===== config.mk =====
export PLATFORM = sky130hd
export DESIGN_NAME = cmd9_spi_tx
export DESIGN_NICKNAME = d
export VERILOG_FILES = /design/src/rtl/cmd9_pkg.sv /design/src/rtl/cmd9_frame_pack.sv /design/src/rtl/cmd9_sclk_div.sv /design/src/rtl/cmd9_spi_shift.sv /design/src/rtl/cmd9_spi_tx.sv
export SDC_FILE = /design/constraint.sdc
export NUM_CORES = 1
export LEC_CHECK = 0
export ABC_CLOCK_PERIOD_IN_PS = 3200
export BUFFER_PORTS_ARGS = -buffer_cell sky130_fd_sc_hd__buf_2
export CAP_MARGIN = 20
export CORE_MARGIN = 1
export CORE_UTILIZATION = 35
export CTS_BUF_LIST = sky130_fd_sc_hd__clkbuf_8
export CTS_CLUSTER_SIZE = 10
export DETAILED_ROUTE_END_ITERATION = 10
export PLACE_DENSITY = 0.62
export SLEW_MARGIN = 10
export SYNTH_ARGS = -nofsm -noshare
export SYNTH_HDL_FRONTEND = slang
export SYNTH_HIERARCHICAL = 1
export SYNTH_SLANG_ARGS = --single-unit

===== constraint.sdc =====
create_clock -name clk -period 3.2 [get_ports clk]
set_input_delay 0.64 -clock clk [delete_from_list [all_inputs] [get_ports clk]]
set_output_delay 0.64 -clock clk [all_outputs]
set_load 0.1 [all_outputs]

===== src/rtl/cmd9_pkg.sv =====
package cmd9_pkg;
  localparam int unsigned BYTE_W  = 8;
  localparam int unsigned WORD_W  = BYTE_W + 1;
  localparam int unsigned FRAME_W = 4 * BYTE_W;
  localparam int unsigned NBITS_W = $clog2(FRAME_W + 1);

  typedef enum logic [1:0] {
    ST_IDLE  = 2'd0,
    ST_SHIFT = 2'd1,
    ST_GAP   = 2'd2
  } tx_state_t;
endpackage


===== src/rtl/cmd9_frame_pack.sv =====
module cmd9_frame_pack
  import cmd9_pkg::*;
(
  input  logic [BYTE_W-1:0]  opcode,
  input  logic [BYTE_W-1:0]  arg0,
  input  logic [BYTE_W-1:0]  arg1,
  input  logic [1:0]         count,
  output logic [FRAME_W-1:0] frame,
  output logic [NBITS_W-1:0] nbits,
  output logic               legal
);
  logic [WORD_W-1:0] w_op, w_a0, w_a1;

  assign w_op  = {1'b0, opcode};
  assign w_a0  = {1'b1, arg0};
  assign w_a1  = {1'b1, arg1};
  assign legal = (count != 2'd3);

  always_comb begin
    frame = '0;
    nbits = NBITS_W'(2 * BYTE_W);
    case (count)
      2'd0: begin
        frame[FRAME_W-1 -: WORD_W] = w_op;
        nbits = NBITS_W'(2 * BYTE_W);
      end
      2'd1: begin
        frame[FRAME_W-1 -: 2*WORD_W] = {w_op, w_a0};
        nbits = NBITS_W'(3 * BYTE_W);
      end
      2'd2: begin
        frame[FRAME_W-1 -: 3*WORD_W] = {w_op, w_a0, w_a1};
        nbits = NBITS_W'(4 * BYTE_W);
      end
      default: begin
        frame = '0;
        nbits = '0;
      end
    endcase
  end
endmodule


===== src/rtl/cmd9_sclk_div.sv =====
module cmd9_sclk_div #(
  parameter int unsigned HALF_DIV = 2
) (
  input  logic clk,
  input  logic rst_n,
  input  logic en,
  input  logic clr,
  output logic tick
);
  localparam int unsigned CW = (HALF_DIV > 1) ? $clog2(HALF_DIV) : 1;

  logic [CW-1:0] cnt_q, cnt_d;

  assign tick = en && (cnt_q == CW'(HALF_DIV - 1));

  always_comb begin
    cnt_d = cnt_q;
    if (clr || tick)   cnt_d = '0;
    else if (en)       cnt_d = cnt_q + CW'(1);
  end

  always_ff @(posedge clk or negedge rst_n) begin
    if (!rst_n) cnt_q <= '0;
    else        cnt_q <= cnt_d;
  end
endmodule


===== src/rtl/cmd9_spi_shift.sv =====
module cmd9_spi_shift
  import cmd9_pkg::*;
(
  input  logic               clk,
  input  logic               rst_n,
  input  logic               start,
  input  logic [FRAME_W-1:0] frame,
  input  logic [NBITS_W-1:0] nbits,
  input  logic               abort,
  input  logic               tick,
  output logic               busy,
  output logic               div_clr,
  output logic               idle,
  output logic               sclk,
  output logic               mosi,
  output logic               cs_n,
  output logic               done
);
  tx_state_t          st_q, st_d;
  logic [FRAME_W-1:0] sreg_q, sreg_d;
  logic [NBITS_W-1:0] left_q, left_d;
  logic               first_q, first_d;
  logic               gap_half_q, gap_half_d;
  logic               sclk_q, sclk_d;
  logic               cs_q, cs_d;
  logic               done_q, done_d;

  always_comb begin
    st_d       = st_q;
    sreg_d     = sreg_q;
    left_d     = left_q;
    first_d    = first_q;
    gap_half_d = gap_half_q;
    sclk_d     = sclk_q;
    cs_d       = cs_q;
    done_d     = 1'b0;
    div_clr    = 1'b0;
    case (st_q)
      ST_IDLE: begin
        if (start) begin
          st_d    = ST_SHIFT;
          sreg_d  = frame;
          left_d  = nbits;
          first_d = 1'b1;
          cs_d    = 1'b0;
          sclk_d  = 1'b1;
          div_clr = 1'b1;
        end
      end
      ST_SHIFT: begin
        if (abort) begin
          st_d       = ST_GAP;
          cs_d       = 1'b1;
          sclk_d     = 1'b1;
          gap_half_d = 1'b0;
          div_clr    = 1'b1;
        end else if (tick) begin
          if (sclk_q) begin
            if (left_q == '0) begin
              st_d       = ST_GAP;
              cs_d       = 1'b1;
              done_d     = 1'b1;
              gap_half_d = 1'b0;
              div_clr    = 1'b1;
            end else begin
              sclk_d  = 1'b0;
              first_d = 1'b0;
              if (!first_q) sreg_d = {sreg_q[FRAME_W-2:0], 1'b0};
            end
          end else begin
            sclk_d = 1'b1;
            left_d = left_q - NBITS_W'(1);
          end
        end
      end
      ST_GAP: begin
        if (tick) begin
          if (gap_half_q) st_d = ST_IDLE;
          else            gap_half_d = 1'b1;
        end
      end
      default: st_d = ST_IDLE;
    endcase
  end

  always_ff @(posedge clk or negedge rst_n) begin
    if (!rst_n) begin
      st_q       <= ST_IDLE;
      sreg_q     <= '0;
      left_q     <= '0;
      first_q    <= 1'b0;
      gap_half_q <= 1'b0;
      sclk_q     <= 1'b1;
      cs_q       <= 1'b1;
      done_q     <= 1'b0;
    end else begin
      st_q       <= st_d;
      sreg_q     <= sreg_d;
      left_q     <= left_d;
      first_q    <= first_d;
      gap_half_q <= gap_half_d;
      sclk_q     <= sclk_d;
      cs_q       <= cs_d;
      done_q     <= done_d;
    end
  end

  assign busy = (st_q != ST_IDLE);
  assign idle = (st_q == ST_IDLE);
  assign sclk = sclk_q;
  assign mosi = sreg_q[FRAME_W-1];
  assign cs_n = cs_q;
  assign done = done_q;

  // clock rests high outside a frame
  p_sclk_idle_high_r5: assert property (@(posedge clk) disable iff (!rst_n)
    cs_q |-> sclk_q);
  // data line holds still across the sampling edge
  p_mosi_stable_rise_r5: assert property (@(posedge clk) disable iff (!rst_n)
    $rose(sclk_q) |-> $stable(sreg_q[FRAME_W-1]));
  // single-cycle pulse
  p_done_single_r9: assert property (@(posedge clk) disable iff (!rst_n)
    done_q |=> !done_q);
  // pulse lines up with chip-select release
  p_done_with_cs_r9: assert property (@(posedge clk) disable iff (!rst_n)
    done_q |-> $rose(cs_q));
  // abort frees the bus at once, no completion pulse
  p_abort_release_r10: assert property (@(posedge clk) disable iff (!rst_n)
    (abort && st_q == ST_SHIFT) |=> (cs_q && sclk_q && !done_q));
endmodule


===== src/rtl/cmd9_spi_tx.sv =====
module cmd9_spi_tx
  import cmd9_pkg::*;
#(
  parameter int unsigned SCLK_DIV = 4
) (
  input  logic              clk,
  input  logic              rst_n,
  input  logic              in_valid,
  output logic              in_ready,
  input  logic [BYTE_W-1:0] in_opcode,
  input  logic [BYTE_W-1:0] in_param0,
  input  logic [BYTE_W-1:0] in_param1,
  input  logic [1:0]        in_count,
  input  logic              abort,
  output logic              spi_sclk,
  output logic              spi_mosi,
  output logic              spi_cs_n,
  output logic              done
);
  localparam int unsigned HALF_DIV = (SCLK_DIV >= 2) ? SCLK_DIV / 2 : 1;

  logic [1:0] rst_sync_q;
  logic       rst_n_i;

  always_ff @(posedge clk or negedge rst_n) begin
    if (!rst_n) rst_sync_q <= 2'b00;
    else        rst_sync_q <= {rst_sync_q[0], 1'b1};
  end
  assign rst_n_i = rst_sync_q[1];

  logic [FRAME_W-1:0] frame;
  logic [NBITS_W-1:0] nbits;
  logic               legal, start, tick, busy, div_clr, idle;

  cmd9_frame_pack u_pack (
    .opcode (in_opcode),
    .arg0   (in_param0),
    .arg1   (in_param1),
    .count  (in_count),
    .frame  (frame),
    .nbits  (nbits),
    .legal  (legal)
  );

  cmd9_sclk_div #(.HALF_DIV(HALF_DIV)) u_div (
    .clk   (clk),
    .rst_n (rst_n_i),
    .en    (busy),
    .clr   (div_clr),
    .tick  (tick)
  );

  assign in_ready = idle;
  assign start    = in_valid && idle && legal;

  cmd9_spi_shift u_shift (
    .clk     (clk),
    .rst_n   (rst_n_i),
    .start   (start),
    .frame   (frame),
    .nbits   (nbits),
    .abort   (abort),
    .tick    (tick),
    .busy    (busy),
    .div_clr (div_clr),
    .idle    (idle),
    .sclk    (spi_sclk),
    .mosi    (spi_mosi),
    .cs_n    (spi_cs_n),
    .done    (done)
  );

  // no new command while a frame owns the bus
  p_ready_low_in_frame_r8: assert property (@(posedge clk) disable iff (!rst_n_i)
    !spi_cs_n |-> !in_ready);
  // illegal count leaves the bus quiet
  p_drop_count3_r2: assert property (@(posedge clk) disable iff (!rst_n_i)
    (in_valid && in_ready && in_count == 2'd3) |=> (spi_cs_n && in_ready));
endmodule


==> results.toml, run 1 <==
[floorplan]
num_rows = 32
fp.dieW_um = 92.1
start_util_pct = 36.5
die_area_sq_um = 8480
core-area_sq_um = 7770
ios = 35
die_height_um = 92.1

[yosys]
synth_cell_types = 39
synth-edff-count = 0
synthArstFlopShare_pct = 100
yosys-top-cells-area = "dfrtp_1 41%, mux2_4 16%, nand2_1 14%, and2_1 3.5%, ha_1 3.5%"
postSynthAreaPerCell_sq_um = 9.25
synth_commonest_cells = "106 x nand2_1, 46 x dfrtp_1, 30 x mux2_4, 16 x and2_1, 11 x nor2b_1"
yosysTopAreaCell = "dfrtp_1"
ys_seq_area_share_pct = 42.4
ys.flop_type = "dfrtp_1"
yosysWarningCount = 6
netlist_area_sq_um = 2840
synth_top_area_share_pct = 40.5
ys_ff_latch = 48
synth_most_common_cell = "nand2_1"
synthesis.instances = 307

[power]
power_density_nw_per_um2 = 868
p_leak_uw = 0.00170
netSwitchingFraction_pct = 40.4
max-vdd-ir-drop_uv = 605
clkPwrFrac_pct = 13.6
power_switching_uw = 1110
intPower_uw = 1640
combPwrFrac_pct = 47.9
pwr-share-seq_pct = 38.5

[setup_path]
r2r_start = "u_shift/st_q[0]"
arrival_ns = 2.54
regToRegSetupSlack_ns = 0.85
criticalPathCategory = "flop to flop"
timing.rr.end = "u_shift/sreg_q[15]"
start_kind = "flop"
path_max_fanout = 31
end_kind = "flop"
critPathRequiredTime_ns = 3.39
worstRegToRegCells = 7

[placed_design]
port_buffers = 34
pre_cts_ws_ns = 0.762
place_congestion = 0.754
place.detailed.hpwl_um = 3480

[detailed_routing]
viasPerCell = 4.56
drc = 0
ant_nets = 0
routedWlPerCell_um = 12.2
first_pass_iters = 4
routed_wl_um = 5350
drt-initial-drc-count = 89
vias = 2004

[clock_network]
cts-buffers-inserted = 5
cts_sinks = 48
ctsResizeCount = 0
post-cts-setup-buffers = 0
cts_tree = "built"
clk_path_buf_depth = 2
clk_latency_ns = 0.30
path_clk_slew_ns = 0.09
cts.htree.levels = 2
cts_root_buffer = "clkbuf_8"
cts_hold_buffers = 0

[flow_run]
drv_cap = 0

[timing]
fin_crit_sh_pct = 73.6
period_minus_slack_ns = 2.35
drv_slew = 0
hold_violations = 0
slew_headroom_pct = 49.1
finalClockSkew_ns = 0.00407
fmax_ghz = 0.425
finalSetupTns_ns = 0
worst_pin_slew_ns = 0.762
rsz0062_at_grt = "no"
finalSetupViolCount = 0
setup_ws_ns = 0.846

[global_routing]
antenna_found_initial = 0
grt_pass1_vias = 1995
grt.total_usage_pct = 13.4
overflow = 0
grt_max_degree = 47
grt_pass1_wl_um = 9110

[hold_path]
hp-class = "primary input to asynchronous set/reset pin"

[final_layout]
final_util_pct = 40.8
num_antenna_cells = 0
fillCellCount = 805
layout-drive-gt1-share_pct = 24.6
nets = 375
areaGrowthSynthToFinish_pct = 11.6

[outcome]
status = "complete, no violations"
## metrics by stage
| step | instance area [sq um] | cells | total power [uW] | hold WS [ns] |
|---|---|---|---|---|
| 6_report | 3170 | 439 | 2750 | 0.107 |
| 5_1_grt | 3170 | 439 | 2950 | 0.0952 |
| 4_1_cts | 3140 | 438 | 2780 | 0.0950 |
| 3_5_place_dp | 3050 | 431 | 2390 | 0.338 |
| 3_3_place_gp | 3050 | 431 | 2360 | 0.339 |
| 2_1_floorplan | 2870 | 315 | 2170 | 0.331 |
## placed cells by master (no fill, tap or decap), types with 2 or more instances in the layout
| cell | Yosys | final |
|---|---|---|
| nor2b_1 | 11 | 10 |
| buf_4 | 10 | 3 |
| nor2_1 | 10 | 9 |
| dfstp_2 | 2 | 2 |
| nand2b_1 | 2 | 2 |
| clkbuf_8 | 0 | 6 |
| nand2_1 | 106 | 106 |
| conb_1 | 2 | 10 |
| buf_2 | 0 | 34 |
| mux2_4 | 30 | 30 |
| and2_1 | 16 | 16 |
| o21ai_0 | 8 | 8 |
| dfrtp_1 | 46 | 45 |
| or3_1 | 2 | 2 |
| a21oi_1 | 9 | 9 |
| and3_1 | 2 | 2 |
| inv_1 | 8 | 8 |
| ha_1 | 8 | 8 |
| nor3_1 | 2 | 2 |
| o22ai_1 | 2 | 2 |
## registers in the layout (all words and copies together), names as in the netlist, 2 cells and up
register	flops
u_shift/st_q	2
u_shift/left_q	6
rst_sync_q	2
u_shift/sreg_q	32
## worst max-delay path, stage by stage, from the launching register on
cell and delay [ns]:
dfrtp_1 0.47, nor2_2 0.23, inv_1 0.09, and2_2 0.22, nand2_1 0.09, a2111o_1 0.19, o21a_4 0.54, mux2_2 0.40
## cell families (layout without fill, tap and decap cells)
group / Yosys count / count (layout) / share of synthesized area, %
compound gates: 29 / 29 / 6.57
xor+xnor: 1 / 1 / 0.309
fa+ha+maj: 8 / 8 / 3.53
buf+inv: 31 / 53 / 6.21
flops: 48 / 48 / 42.4
mux: 31 / 31 / 16.3
other cells: 2 / 10 / 0.265
simple gates: 157 / 157 / 24.5
## cell type report
type,instances,area (sq um),share of cell area [%]
flip-flops and latches,48,1200,38.0
repair buffers,38,220,6.95
inverters,8,30.0,0.948
multi-input cells,236,1490,47.2
clock buffers,6,82.6,2.61
well taps,102,128,4.03
clock inverters,1,8.76,0.276
## layer usage
layer	share of wire, %	up-vias	GRT usage (%)	wire (um)
met5	0	-	0	0
met4	0.75	0	3.39	40
li1	-	1031	-	-
met2	45	30	21.7	2410
met1	50	938	18.1	2680
met3	4.0	5	2.99	216
## power by group through the flow
stage                     Sequential, uW  Clock [uW]  Combinational, uW
after global placement              1070           0               1290
final                               1060         373               1320
after CTS                           1060         395               1320
after global routing                1100         412               1450
after detailed placement            1080           0               1310
after floorplan                     1150           0               1020
## how the worst max path moves through the flow
stage | startpoint | slack, ns | to | depth (start not counted)
global route | u_shift/st_q[0] | 0.68 | u_shift/sreg_q[15] | 7
global placement | in_count[1] | 0.79 | u_shift/sreg_q[15] | 7
finish | u_shift/st_q[0] | 0.85 | u_shift/sreg_q[15] | 7
floorplan | u_shift/st_q[0] | 0.49 | u_shift/sreg_q[31] | 8
detailed placement | in_count[1] | 0.76 | u_shift/sreg_q[15] | 7
CTS | u_shift/st_q[0] | 0.86 | u_shift/sreg_q[15] | 7
(Power assumes the default switching activity.)
==> inputs of run 2 (changes only) <==
--- a/config.mk
+++ b/config.mk
@@ -5,7 +5,7 @@
 export SDC_FILE = /design/constraint.sdc
 export NUM_CORES = 1
 export LEC_CHECK = 0
-export ABC_CLOCK_PERIOD_IN_PS = 3200
+export ABC_CLOCK_PERIOD_IN_PS = 2200
 export BUFFER_PORTS_ARGS = -buffer_cell sky130_fd_sc_hd__buf_2
 export CAP_MARGIN = 20
 export CORE_MARGIN = 1
==> constraint.sdc (replaced) <==
create_clock -name clk -period 2.2 [get_ports clk]
set_input_delay 0.44 -clock clk [delete_from_list [all_inputs] [get_ports clk]]
set_output_delay 0.44 -clock clk [all_outputs]
set_load 0.1 [all_outputs]
==> run 2 against run 1 <==
Worst setup slack worse by 0.73 ns; cell area rose by 2.9%; critical path depth down 1; clock skew rose by 0.0078 ns; via count rose by 1.5%; first-iteration DRC count is 9.0% higher; combinational power is 53% higher; utilization rose by 1.2 points; register-to-register slack worse by 0.73 ns; critical endpoint is now u_shift/sreg_q[10].
==> results.toml, run 2 (same netlist as run 1, synthesis figures left out) <==
[final_layout]
top_register = "u_shift/sreg_q"
multi_input_area_sq_um = 1520
layout-drive-gt1-share_pct = 27.5
layout_commonest_cell = "nand2_1"
largest_reg_flops = 32
areaGrowthSynthToFinish_pct = 14.8
fillCellCount = 798
num_antenna_cells = 0
largestRegisters = "u_shift/sreg_q: 32 flops, u_shift/left_q: 6 flops"
design_area_sq_um = 3260
nets = 383
final_util_pct = 42.0
mostFrequentLayoutCells = "105 x nand2_1, 43 x dfrtp_1, 34 x buf_2, 30 x mux2_4, 16 x and2_1"
seq_area_sq_um = 1210

[floorplan]
ios = 35
core-area_sq_um = 7770
fp.dieW_um = 92.1
die_area_sq_um = 8480
die_height_um = 92.1
num_rows = 32
start_util_pct = 36.5

[setup_path]
critPathRequiredTime_ns = 2.39
r2r_start = "u_shift/left_q[1]"
timing.rr.end = "u_shift/sreg_q[10]"
end_kind = "flop"
path_max_fanout = 16
cp-endpoint = "u_shift/sreg_q[10]"
worstRegToRegCells = 6
arrival_ns = 2.27
criticalPathCategory = "flop to flop"
cp-startpoint = "u_shift/left_q[1]"
regToRegSetupSlack_ns = 0.12
start_kind = "flop"

[power]
power_density_nw_per_um2 = 1300
total_power_uw = 4240
p_leak_uw = 0.00174
max-vdd-ir-drop_uv = 986

[timing]
period_minus_slack_ns = 2.08
finalSetupViolCount = 0
finalSetupTns_ns = 0
rsz0062_at_grt = "no"
drv_slew = 0
setup_ws_ns = 0.119
hold_violations = 0
fin_crit_sh_pct = 94.6
fmax_ghz = 0.481
finalClockSkew_ns = 0.0119

[global_routing]
grt_pass1_wl_um = 9270
grt_pass1_vias = 1958
grt.total_usage_pct = 13.8
met2_usage_pct = 20.8
antenna_found_initial = 0
met3_usage_pct = 2.99
overflow = 0
met1_usage_pct = 19.7
grt_max_degree = 47
grt-busiest-layer = "met2"

[detailed_routing]
first_pass_iters = 4
vias = 2034
drc = 0
routedWlPerCell_um = 12.6
viasPerCell = 4.54
drt-initial-drc-count = 97
routed_wl_um = 5640
ant_nets = 0

[clock_network]
cts.htree.levels = 2
clk_path_buf_depth = 2
post-cts-setup-buffers = 0
cts_tree = "built"
path_clk_slew_ns = 0.09
cts_sinks = 48
clk_latency_ns = 0.31
cts-buffers-inserted = 5
cts_root_buffer = "clkbuf_8"

[outcome]
status = "complete, no violations"

[placed_design]
pre_cts_ws_ns = 0.0634
placed_area_sq_um = 3110
place.detailed.hpwl_um = 3600
port_buffers = 34
place_congestion = 0.764

[flow_run]
drv_cap = 0

[hold_path]
hp-class = "flop to asynchronous set/reset pin"
==> run 2: metal layers <==
metal  routed length [um]  share of wire, %
met5                    0                 0
met4                   47              0.83
met3                  263               4.7
met2                 2420                43
met1                 2900                51
==> run 2: power breakdown <==
group	switching, uW	internal, uW
logic	1110	909
registers	269	1280
clock network	300	372
total	1680	2560
==> run 2: layout make-up <==
| cell class | count | area share, % |
|---|---|---|
| Clock inverter | 2 | 1.19 |
| Timing Repair Buffer | 45 | 7.83 |
| Tap cell | 102 | 3.92 |
| Sequential cell | 48 | 37.0 |
| Multi-Input combinational cell | 237 | 46.6 |
| Inverter | 8 | 0.921 |
| Clock buffer | 6 | 2.53 |
==> run 2: per-stage QoR <==
stage	std cells	hold WS, ns
after global placement	438	0.214
final	448	0.207
after detailed placement	438	0.225
after floorplan	315	0.144
after CTS	447	0.225
after global routing	448	0.250
==> run 2: critical path, cell delays in order, from the launching register on <==
cell and delay [ns]:
dfrtp_1 0.37, inv_1 0.08, ha_1 0.17, nor2b_1 0.15, a2111o_1 0.51, o21a_4 0.35
mux2_4 0.34
==> run 2: how the worst min path moves through the flow <==
stage	from	to	slack [ns]	cells past startpoint
2_1_floorplan	rst_n	rst_sync_q[0]	0.14	0
3_3_place_gp	rst_sync_q[1]	u_shift/sreg_q[10]	0.21	0
3_5_place_dp	rst_n	rst_sync_q[0]	0.23	1
4_1_cts	rst_sync_q[1]	u_shift/sreg_q[2]	0.22	0
5_1_grt	rst_sync_q[1]	u_shift/sreg_q[2]	0.25	0
6_report	rst_sync_q[1]	u_shift/sreg_q[2]	0.21	0
==> run 2: timing repair <==
action,in CTS,in global routing
resized for setup,0,1
setup endpoints to repair,0,31
endpoints found under the hold margin,2,0
hold buffers,1,0
